<file path="src/rtl/mvol_pkg.sv">
package mvol_pkg;

  // Linear gain for one code, in unsigned fixed point with frac_w fraction bits.
  // step_e4 is the dB change per code in units of 0.0001 dB.
  function automatic logic [31:0] gain_coef(input int code, input int unity,
                                            input int step_e4, input int frac_w);
    real db;
    real lin;
    db  = real'(code - unity) * real'(step_e4) / 10000.0;
    lin = 10.0 ** (db / 20.0);
    return 32'($rtoi(lin * (2.0 ** frac_w) + 0.5));
  endfunction

endpackage

</file>
<file path="src/rtl/mvol_coef_rom.sv">
module mvol_coef_rom #(
  parameter int CODE_W  = 8,
  parameter int COEF_W  = 16,
  parameter int FRAC_W  = 14,
  parameter int UNITY   = 224,
  parameter int STEP_E4 = 1875
) (
  input  logic [CODE_W-1:0] code,
  output logic [COEF_W-1:0] coef
);
  localparam int DEPTH = 1 << CODE_W;

  logic [COEF_W-1:0] tbl [DEPTH];

  for (genvar i = 0; i < DEPTH; i++) begin : g_entry
    localparam logic [31:0] VAL = mvol_pkg::gain_coef(i, UNITY, STEP_E4, FRAC_W);
    assign tbl[i] = VAL[COEF_W-1:0];
  end

  assign coef = tbl[code];
endmodule

</file>
<file path="src/rtl/mvol_mul_sat.sv">
module mvol_mul_sat #(
  parameter int DATA_W = 16,
  parameter int COEF_W = 16,
  parameter int FRAC_W = 14
) (
  input  logic [DATA_W-1:0] sample,
  input  logic [COEF_W-1:0] coef,
  output logic [DATA_W-1:0] result
);
  localparam int PROD_W = DATA_W + COEF_W + 1;
  localparam logic signed [PROD_W-1:0] HALF  = PROD_W'(1) <<< (FRAC_W - 1);
  localparam logic signed [PROD_W-1:0] MAX_V = PROD_W'((1 << (DATA_W - 1)) - 1);
  localparam logic signed [PROD_W-1:0] MIN_V = -(MAX_V + PROD_W'(1));

  logic signed [PROD_W-1:0] a_ext, b_ext, prod, rnd, scaled;

  assign a_ext  = {{(PROD_W - DATA_W){sample[DATA_W-1]}}, sample};
  assign b_ext  = {{(PROD_W - COEF_W){1'b0}}, coef};
  assign prod   = a_ext * b_ext;
  assign rnd    = prod + HALF;
  assign scaled = rnd >>> FRAC_W;

  always_comb begin
    if (scaled > MAX_V)      result = MAX_V[DATA_W-1:0];
    else if (scaled < MIN_V) result = MIN_V[DATA_W-1:0];
    else                     result = scaled[DATA_W-1:0];
  end
endmodule

</file>
<file path="src/rtl/mvol_out_stage.sv">
module mvol_out_stage #(
  parameter int DATA_W = 16
) (
  input  logic              clk,
  input  logic              rst_n,
  input  logic              in_valid,
  output logic              in_ready,
  input  logic [DATA_W-1:0] in_data,
  output logic              out_valid,
  input  logic              out_ready,
  output logic [DATA_W-1:0] out_data
);
  logic vld_q;
  logic [DATA_W-1:0] dat_q;

  assign in_ready = !vld_q || out_ready;

  always_ff @(posedge clk) begin
    if (!rst_n) begin
      vld_q <= 1'b0;
      dat_q <= '0;
    end else if (in_valid && in_ready) begin
      vld_q <= 1'b1;
      dat_q <= in_data;
    end else if (out_ready) begin
      vld_q <= 1'b0;
    end
  end

  assign out_valid = vld_q;
  assign out_data  = dat_q;
endmodule

</file>
<file path="src/rtl/mvol_scaler.sv">
module mvol_scaler #(
  parameter int DATA_W     = 16,
  parameter int CODE_W     = 8,
  parameter int FRAC_W     = 14,
  parameter int UNITY_CODE = 224,
  parameter int STEP_E4    = 1875
) (
  input  logic              clk,
  input  logic              rst_n,
  input  logic              vol_we,
  input  logic [CODE_W-1:0] vol_wdata,
  input  logic              in_valid,
  output logic              in_ready,
  input  logic [DATA_W-1:0] in_data,
  output logic              out_valid,
  input  logic              out_ready,
  output logic [DATA_W-1:0] out_data
);
  localparam int COEF_W = FRAC_W + 2;
  localparam logic [CODE_W-1:0] RST_CODE = CODE_W'(UNITY_CODE);

  logic [CODE_W-1:0] code_q;
  logic [COEF_W-1:0] coef;
  logic [DATA_W-1:0] scaled;

  // The code changes only at a clock edge, so a sample accepted at an edge
  // always sees the value held before that edge.
  always_ff @(posedge clk) begin
    if (!rst_n)      code_q <= RST_CODE;
    else if (vol_we) code_q <= vol_wdata;
  end

  mvol_coef_rom #(
    .CODE_W(CODE_W), .COEF_W(COEF_W), .FRAC_W(FRAC_W),
    .UNITY(UNITY_CODE), .STEP_E4(STEP_E4)
  ) u_rom (
    .code(code_q),
    .coef(coef)
  );

  mvol_mul_sat #(
    .DATA_W(DATA_W), .COEF_W(COEF_W), .FRAC_W(FRAC_W)
  ) u_mul (
    .sample(in_data),
    .coef(coef),
    .result(scaled)
  );

  mvol_out_stage #(
    .DATA_W(DATA_W)
  ) u_stage (
    .clk(clk),
    .rst_n(rst_n),
    .in_valid(in_valid),
    .in_ready(in_ready),
    .in_data(scaled),
    .out_valid(out_valid),
    .out_ready(out_ready),
    .out_data(out_data)
  );
endmodule

</file>
<file path="config.mk">
export PLATFORM = sky130hd
export DESIGN_NAME = mvol_scaler
export DESIGN_NICKNAME = d
export VERILOG_FILES = /design/src/rtl/mvol_pkg.sv /design/src/rtl/mvol_coef_rom.sv /design/src/rtl/mvol_mul_sat.sv /design/src/rtl/mvol_out_stage.sv /design/src/rtl/mvol_scaler.sv
export SDC_FILE = /design/constraint.sdc
export NUM_CORES = 1
export LEC_CHECK = 0
export ABC_AREA = 1
export BUFFER_PORTS_ARGS = -buffer_cell sky130_fd_sc_hd__buf_2
export CORE_MARGIN = 8
export CORE_UTILIZATION = 38
export DETAILED_ROUTE_END_ITERATION = 16
export SYNTH_ARGS = -nofsm -noshare
export SYNTH_HDL_FRONTEND = slang
export SYNTH_HIERARCHICAL = 1
export SYNTH_SLANG_ARGS = --single-unit
</file>
<file path="constraint.sdc">
create_clock -name clk -period 10.6 [get_ports clk]
set_clock_uncertainty 0.05 [all_clocks]
set_input_delay 0.53 -clock clk [delete_from_list [all_inputs] [get_ports clk]]
set_output_delay 0.53 -clock clk [all_outputs]
set_load 0.005 [all_outputs]
</file>
# Yosys cells after proc, flatten, opt, wreduce, memory -nomap -nowiden
# Memories as Yosys holds them, arrays and structs flattened.
# Index checks and enable logic that the tools add are counted.
[totals]
word_cells = 20
memories = 1
romBits = 4096
out_inout_bits = 18
reg_bits = 25
input_bits = 29
[memory_table]
columns = ["name", "words", "word_bits", "rd", "rd_clocked_by_memory_dff", "write_ports", "line", "text"]
rows = [
  ["(no name shown)", 256, 16, 1, 0, 0, "mvol_coef_rom.sv:20", "assign coef = tbl[code];"],
]
[op_classes]
reduce_logical = 4
n_bitwise = 1
addsub = 1
n_lt_le_gt_ge = 3
n_mux = 6
mul = 1
[op_table]
columns = ["op", "count"]
rows = [
  ["$mux 16", 4],
  ["$add 33x15->33 const B", 1],
  ["$mul 16x17->33", 1],
  ["$gt 19x16->1 const B", 1],
  ["$lt 19x16->1 const B", 1],
  ["$ge 9x9->1 const B", 1],
  ["$not 8->9", 1],
  ["$mux 1", 2],
  ["$reduce_bool 2->1", 1],
  ["$logic_and 1x1->1", 1],
  ["$logic_not 1->1", 1],
  ["$logic_or 1x1->1", 1],
]

# Depth between registers and ports, before layout
# Gate-level depths: netlist of run 1.
[logic_depth]
ltp_word = 9
mapped_depth = 49

# Cells and area by module
# The synthesis of run 1 kept the hierarchy.
[modules_own_cells]
columns = ["module", "seq_area_each_um2", "n_inst", "cells_per_inst", "area_each_um2"]
rows = [
  ["mvol_mul_sat", 0.0, 1, 1307, 9416.5],
  ["mvol_coef_rom", 0.0, 1, 671, 3076.7],
  ["mvol_out_stage", 340.3, 1, 110, 809.5],
  ["mvol_scaler", 160.2, 1, 45, 311.5],
]

# Worst setup path before layout of run 1
# No wires, ideal clock.
[synth_path]
path_type = "register to register"
startpoint = "reg code_q[0]"
endpoint = "reg u_stage.dat_q[14] (netlist: u_stage/out_data[14])"
synth_period_minus_slack_ps = 7566
stages_incl_launch_ff = 45
path_buffers = 5
arrival_ps = 7401
required_ps = 10435
setup_slack_ps = 3034
cell_sequence = "dfxtp_1 > buf_2 > inv_1 > ha_1 > nand2_1 > buf_2 > inv_2 > o21ai_1 > nand2_1 > nand2_1 > nand2_1 > nand2_1 > nor2_1 > nor2_1 > clkbuf_1 > clkbuf_1 > nand2_1 > fa_1 > [... 9 more ...] > inv_1 > ha_1 > nand2_1 > nor4_1 > nand2_2 > nand2_4 > nand3_2 > nand2_1 > nand2_1 > nand2_4 > inv_2 > nand2_4 > buf_8 > nand2_2 > inv_1 > nand3_2 > nand2_1 > nor2_1"
[synth_between]
elab_chain_cells = 9
[synth_rtl]
columns = ["element", "line", "text"]
rows = [
  ["start, declared", "mvol_scaler.sv:22", "logic [CODE_W-1:0] code_q;"],
  ["start signal, assigned", "mvol_scaler.sv:30", "else if (vol_we) code_q <= vol_wdata;"],
  ["$not 8->9 (implied by the code) *", "mvol_coef_rom.sv:20", ""],
  ["$mem_v2 256x16 *", "-", ""],
  ["$mux 16 (implied by the code) * (2 in series)", "mvol_coef_rom.sv:20", ""],
  ["via coef[7]", "mvol_scaler.sv:23", "logic [COEF_W-1:0] coef;"],
  ["$mul 16x17->33 *", "mvol_mul_sat.sv:19", "assign prod = a_ext * b_ext;"],
  ["$add 33x15->33 *", "mvol_mul_sat.sv:20", "assign rnd = prod + HALF;"],
  ["$lt 19x16->1", "mvol_mul_sat.sv:25", "else if (scaled < MIN_V) result = MIN_V[DATA_W-1:0];"],
  ["$mux 16", "mvol_mul_sat.sv:25", ""],
  ["$mux 16 *", "mvol_mul_sat.sv:24", "if (scaled > MAX_V) result = MAX_V[DATA_W-1:0];"],
  ["via scaled[14]", "mvol_scaler.sv:24", "logic [DATA_W-1:0] scaled;"],
  ["end signal, assigned", "mvol_out_stage.sv:24", "dat_q <= in_data;"],
  ["end, declared", "mvol_out_stage.sv:14", "logic [DATA_W-1:0] dat_q;"],
]
# The timed path passes the listed nets; every way through them passes the cells marked *. The select of a mux whose other input is x is not followed.
# A chain may end at the register's enable or synchronous reset.

# Final worst setup path of run 1
[layout_path]
startpoint = "reg code_q[0]"
endpoint = "reg u_stage.dat_q[4] (netlist: u_stage/out_data[4])"
# Same word-level chain as after synthesis.

==> results of run 1 <==
[stage by stage]
| stage | utilization [%] | std cells | instance area (um2) | setup slack [ns] | hold slack (ns) |
|---|---|---|---|---|---|
| after floorplan | - | 2133 | 13600 | 3.03 | 0.380 |
| after global placement | 39.6 | 2550 | 14000 | 2.10 | 0.408 |
| after detailed placement | 39.6 | 2550 | 14000 | 1.94 | 0.424 |
| after CTS | 39.8 | 2554 | 14100 | 1.92 | 0.435 |
| after global routing | 39.8 | 2554 | 14100 | 1.28 | 0.455 |
| final | 39.8 | 2554 | 14100 | 1.80 | 0.435 |
[state kept, by name, indices dropped and copies added (netlist names)]
register,count
u_stage/out_data,16
code_q,8
u_stage/out_valid,1
[synth_stat cells, drive strengths merged]
| master | count | area, um2 |
|---|---|---|
| nor4 | 3 | 18.8 |
| buf | 47 | 324 |
| nand2 | 726 | 2810 |
| nand3b | 1 | 7.51 |
| and2 | 2 | 12.5 |
| xor2 | 4 | 35.0 |
| conb | 1 | 3.75 |
| a21o | 1 | 7.51 |
| ha | 136 | 1700 |
| nor2 | 128 | 493 |
| o21ai | 52 | 264 |
| or2 | 7 | 43.8 |
| and3 | 1 | 6.26 |
| o21bai | 8 | 60.1 |
| nand3 | 159 | 816 |
| inv | 452 | 1700 |
| dfxtp | 25 | 500 |
| nor3 | 13 | 65.1 |
| a31oi | 3 | 18.8 |
| clkbuf | 62 | 233 |
| a21boi | 4 | 30.0 |
| xnor2 | 11 | 96.3 |
| o211ai | 5 | 37.5 |
| nand4 | 3 | 18.8 |
| fa | 194 | 3880 |
| a21oi | 85 | 433 |
[cell families after synthesis]
kind of cell | Yosys count
AO/OA/AOI/OAI | 158
flip-flops | 25
XOR/XNOR | 15
adder cells (fa/ha/maj) | 330
buffers and inverters | 561
other | 1
AND/OR/NAND/NOR | 1043
[worst reg2reg max path, delay by kind of cell (launching register included)]
family,cells,cell delay (ns)
and+or+nand+nor,19,3.48
adders and majority gates,8,3.71
buffers and inverters,5,0.53
DFF,1,0.65
AOI/OAI and AO/OA,2,0.29
[cell type report]
cell class / instances / share of cell area [%]
multi-input combinational: 1547 / 77.1
inverter: 452 / 12.0
tap: 461 / 4.09
sequential: 25 / 3.56
timing repair buffer: 65 / 2.65
clock buffer: 3 / 0.533
clock inverter: 1 / 0.0533
[worst paths after layout]
path,end,from
worst max register to register,u_stage/out_data[4]$_SDFFE_PN0P_,code_q[0]$_SDFFE_PN0P_
worst max-delay path,u_stage/out_data[4]$_SDFFE_PN0P_,code_q[0]$_SDFFE_PN0P_
worst min register to register,u_stage/out_data[14]$_SDFFE_PN0P_,u_stage/out_data[14]$_SDFFE_PN0P_
worst min-delay path,code_q[7]$_SDFFE_PN1P_,vol_wdata[7]
[layer usage]
layer  global-route usage, %  vias up
li1                        -     6266
met1                    25.7     6409
met2                    39.1      518
met3                    2.31      136
met4                    9.11        0
met5                       0        -
==> run summary, run 1 <==
========================================================================================
First-pass GRT wire length                                                       72.9 mm
Count of final hold-check violations                                                   0
CP required                                                                     10.71 ns
Number of cells on the worst reg-to-reg path                                          34
Cts repair resizes                                                                     0
Number of search-and-repair iterations in the first detailed-routing pass              7
Detailed-route wire length per cell                                              17.9 um
Post-Syn Area                                                                 13,600 um2
Via density per instance                                                            5.22
Maximum number of pins on one net before global-route repair                          77
H-tree depth                                                                           1
Total Routed Length                                                              45.7 mm
Synthesis-to-finish area growth                                                    3.50%
Largest family of logic cells by synthesized area                            adder cells
Total global routing overflow                                                          0
Antenna violations before repair                                                       0
Avg Synthesized Cell Area                                                       6.38 um2
Post-CTS setup buffer count                                                            0
Final RePlAce weighted congestion                                                   1.00
Total track usage                                                                  21.6%
Stage delay of the slowest cell on the critical path                             0.65 ns
Initial core utilization                                                           38.5%
Area inside the core boundary                                                 35,400 um2
Area fraction in compound gates after synthesis                                    6.25%
Residual antenna-violating net count after detailed routing                            0
Final worst-path cycle share                                                       83.0%
Status                                                                      complete, no violations
Num ports                                                                             47
Adder-Cell Fraction of Synth Area                                                  41.0%
Multi-input gate area                                                         10,900 um2
Tightest Pin Transition                                                         0.919 ns
Die height                                                                        205 um
Commonest non-fill, non-tap cells in the layout                             sky130_fd_sc_hd__nand2_1 (703), sky130_fd_sc_hd__inv_1 (438), sky130_fd_sc_hd__fa_1 (194), sky130_fd_sc_hd__nand3_1 (155), sky130_fd_sc_hd__ha_1 (136)
Clock tree root driver cell                                                 sky130_fd_sc_hd__clkbuf_16
Total negative slack for setup checks                                               0 ns
Sum of net half-perimeters after detailed placement                              35.8 mm
Max-slew violation count                                                               0
Mux cell area share after synthesis                                                   0%
Detailed-route via count                                                          13,329
Parity-gate share of the synthesized area counting xor and xnor cells             0.965%
Syn Nets                                                                           2,492
Reg clk slew, reported paths                                                     0.06 ns
Final-report setup violation count                                                     0
Die footprint                                                                 42,100 um2
Hold-critical path depth                                                               3
Clock Latency Late Sink                                                          0.27 ns
Unrepaired setup endpoints after global routing                                    false
Clk buf depth                                                                          2
Highest clock rate                                                               114 MHz
Placement Rows                                                                        69
Clock buffer count from CTS                                                            3
Net count of the finished layout                                                   2,453
Synthesized netlist cell count                                                     2,133
CTS tree                                                                             yes
Worst slew slack as a fraction of its limit                                        38.6%
Number of maximum-capacitance violations                                               0
Fill cell instance count of the final layout                                       3,891
Most frequent cell on the critical path                                     sky130_fd_sc_hd__nand2_1
Worst setup path class                                                      flip-flop to flip-flop
Crit path max-delay cell type                                               sky130_fd_sc_hd__dfxtp_1
Met3 routed wirelength                                                           2.61 mm
Antenna Diode Count                                                                    0
Final min period                                                                 8.80 ns
Min-delay worst type                                                        input port to flip-flop
Simple-Gate Fraction of Synth Area                                                 31.5%
Residual DRC count                                                                     0
Metal1 wirelength                                                                17.9 mm
Uppermost metal layer occupied by signal nets                                       met4
Sequential fraction of the synthesis area                                          3.68%
Number of buffers inserted by hold repair at cts                                       0
Total stage count of the critical path                                                34
Ratio of cells with drive above 1 in the final layout                              6.02%
Leading cell type in the layout, fill and taps excluded                     sky130_fd_sc_hd__nand2_1
Ys Warns                                                                               6
Wire length on met2                                                              23.2 mm
Worst setup EP type                                                            flip-flop
Critical path data arrival time                                                  8.91 ns
Kind of launch point of the worst setup path                                   flip-flop
Crit path buffers/inverters                                                            5
Cell class contributing the biggest share of worst-path delay                adder cells
Clock net sink count                                                                  25
Via count of the first global-routing pass                                        13,506
Critical-path maximum fanout                                                          15
Synthesis-stage register bit count                                                    25
Die width                                                                         205 um
Total area of sequential cells                                                   502 um2
Count of input and output buffers                                                     46
Iteration-0 DRC count of the detailed router                                         903
Flop2flop setup slack                                                            1.80 ns
Unique masters post-synth                                                             39
========================================================================================
Power of run 1 is left out: the tool's default activity adds up to more than one toggle a clock period on the data nets, which glitch-free logic cannot reach.
==> run 2, diff against run 1 <==
clock period = 8.8 ns   (was 10.6 ns; I/O delays follow)
==> run summary, run 2 (same netlist as run 1, synthesis figures left out) <==
========================================================================================
Status                                                                      complete, no violations   unchanged
Multi-input gate area                                                         10,900 um2   unchanged
Total track usage                                                                  22.0%   was 21.6%
Die height                                                                        205 um   unchanged
Number of search-and-repair iterations in the first detailed-routing pass              6   was 7
Kind of launch point of the worst setup path                                   flip-flop   unchanged
Initial core utilization                                                           38.5%   unchanged
Antenna violations before repair                                                       0   unchanged
Pre-CTS setup slack                                                             0.767 ns   was 1.94 ns
First-pass GRT wire length                                                       73.5 mm   was 72.9 mm
Hold-critical path depth                                                               3   unchanged
Residual antenna-violating net count after detailed routing                            0   unchanged
Count of input and output buffers                                                     46   unchanged
Highest clock rate                                                               123 MHz   was 114 MHz
Sum of net half-perimeters after detailed placement                              37.8 mm   was 35.8 mm
Residual DRC count                                                                     0   unchanged
Cts repair resizes                                                                     0   unchanged
Placed Cells incl. Taps                                                            2,576   was 2,550
Cell class contributing the biggest share of worst-path delay                adder cells   unchanged
Num ports                                                                             47   unchanged
Worst Setup Slack, final                                                        0.648 ns   was 1.80 ns
Stage delay of the slowest cell on the critical path                             0.67 ns   was 0.65 ns
Most frequent cell on the critical path                                     sky130_fd_sc_hd__nand2_1   unchanged
Critical path data arrival time                                                  8.27 ns   was 8.91 ns
Clk buf depth                                                                          2   unchanged
Total Routed Length                                                              46.4 mm   was 45.7 mm
Iteration-0 DRC count of the detailed router                                       1,087   was 903
CP required                                                                      8.91 ns   was 10.71 ns
Placement Rows                                                                        69   unchanged
H-tree depth                                                                           1   unchanged
Hold Crit Endpoint                                                          code_q[6]$_SDFFE_PN1P_   was code_q[7]$_SDFFE_PN1P_
Crit path buffers/inverters                                                            8   was 5
Total area of sequential cells                                                   502 um2   unchanged
Clock net sink count                                                                  25   unchanged
Max-slew violation count                                                               0   unchanged
Clock Latency Late Sink                                                          0.27 ns   about the same
Reg clk slew, reported paths                                                     0.07 ns   was 0.06 ns
Tightest Pin Transition                                                         0.730 ns   was 0.919 ns
Leading cell type in the layout, fill and taps excluded                     sky130_fd_sc_hd__nand2_1   unchanged
CTS tree                                                                             yes   unchanged
Worst Hold Margin                                                               0.346 ns   was 0.435 ns
Count of final hold-check violations                                                   0   unchanged
Die width                                                                         205 um   unchanged
Area inside the core boundary                                                 35,400 um2   unchanged
Total global routing overflow                                                          0   unchanged
Flip-flop count of the largest register after layout                                  16   unchanged
Clock buffer count from CTS                                                            3   unchanged
Critical-path maximum fanout                                                          25   was 15
Final worst-path cycle share                                                       92.6%   was 83.0%
Total negative slack for setup checks                                               0 ns   unchanged
Endpoint of the lowest-slack register-to-register path                      u_stage/out_data[0]$_SDFFE_PN0P_   was u_stage/out_data[4]$_SDFFE_PN0P_
Via density per instance                                                            5.17   was 5.22
Number of maximum-capacitance violations                                               0   unchanged
Synthesis-to-finish area growth                                                    5.12%   was 3.50%
Commonest non-fill, non-tap cells in the layout                             sky130_fd_sc_hd__nand2_1 (703), sky130_fd_sc_hd__inv_1 (438), sky130_fd_sc_hd__fa_1 (194), sky130_fd_sc_hd__nand3_1 (155), sky130_fd_sc_hd__ha_1 (136)   unchanged
Via count of the first global-routing pass                                        13,617   was 13,506
Detailed-route wire length per cell                                              18.0 um   was 17.9 um
Fill cell instance count of the final layout                                       3,917   was 3,891
Antenna Diode Count                                                                    0   unchanged
Worst setup path class                                                      flip-flop to flip-flop   unchanged
Detailed-route via count                                                          13,326   was 13,329
Final RePlAce weighted congestion                                                   1.04   was 1.00
Final-report setup violation count                                                     0   unchanged
Number of cells on the worst reg-to-reg path                                          34   unchanged
Min-delay worst type                                                        input port to flip-flop   unchanged
Clock tree root driver cell                                                 sky130_fd_sc_hd__clkbuf_16   unchanged
Worst setup EP type                                                            flip-flop   unchanged
Final min period                                                                 8.15 ns   was 8.80 ns
Number of buffers inserted by hold repair at cts                                       0   unchanged
Worst hold start                                                            vol_wdata[6]   was vol_wdata[7]
Worst slew slack as a fraction of its limit                                        50.8%   was 38.6%
Final standard cell count with taps included and fillers excluded                  2,580   was 2,554
Flop2flop setup slack                                                            0.65 ns   was 1.80 ns
Maximum number of pins on one net before global-route repair                          54   was 77
Die footprint                                                                 42,100 um2   unchanged
Unrepaired setup endpoints after global routing                                    false   unchanged
Ratio of cells with drive above 1 in the final layout                              7.17%   was 6.02%
Crit path max-delay cell type                                               sky130_fd_sc_hd__dfxtp_2   was sky130_fd_sc_hd__dfxtp_1
Critical R2R Launch                                                         code_q[3]$_SDFFE_PN0P_   was code_q[0]$_SDFFE_PN0P_
Net count of the finished layout                                                   2,479   was 2,453
Post-CTS setup buffer count                                                            0   unchanged
========================================================================================
[run 2: cell count changes in the layout (fill, tap and decap cells not counted)]
cell	delta
sky130_fd_sc_hd__buf_12	+2
sky130_fd_sc_hd__buf_4	+24
[run 2: routing by layer]
metal / GRT usage [%] / wire length (um)
met5: 0 / 0
met4: 10.2 / 2280
met3: 1.87 / 2360
met2: 39.3 / 23200
met1: 26.5 / 18600
[run 2: worst max-delay path by stage]
stage	from	to	slack, ns	depth (start not counted)
after global placement	code_q[3]$_SDFFE_PN0P_	u_stage/out_data[9]$_SDFFE_PN0P_	0.72	39
after detailed placement	code_q[3]$_SDFFE_PN0P_	u_stage/out_data[0]$_SDFFE_PN0P_	0.77	41
after global routing	code_q[3]$_SDFFE_PN0P_	u_stage/out_data[11]$_SDFFE_PN0P_	0.24	41
final	code_q[3]$_SDFFE_PN0P_	u_stage/out_data[0]$_SDFFE_PN0P_	0.65	34
after floorplan	code_q[0]$_SDFFE_PN0P_	u_stage/out_data[14]$_SDFFE_PN0P_	1.23	44
after CTS	code_q[3]$_SDFFE_PN0P_	u_stage/out_data[4]$_SDFFE_PN0P_	0.74	42
[run 2: tightest hold or removal path: cells and delay by family]
kind / cells / cell delay [ns]
buf+inv: 1 / 0.08
simple gates: 2 / 0.11
[run 2: metrics by stage]
stage	utilization, %	instance area [um2]
2_1_floorplan	-	13600
3_3_place_gp	40.2	14200
5_1_grt	40.4	14300
6_report	40.4	14300
3_5_place_dp	40.2	14200
4_1_cts	40.4	14300
[run 2: cell type report]
class / instances / share of cell area, %
well taps: 461 / 4.03
repair buffers: 91 / 4.14
inverters: 452 / 11.9
multi-input cells: 1547 / 75.9
flip-flops and latches: 25 / 3.51
clock buffers: 3 / 0.525
clock inverters: 1 / 0.0525
Power of run 2 is left out for the same reason.
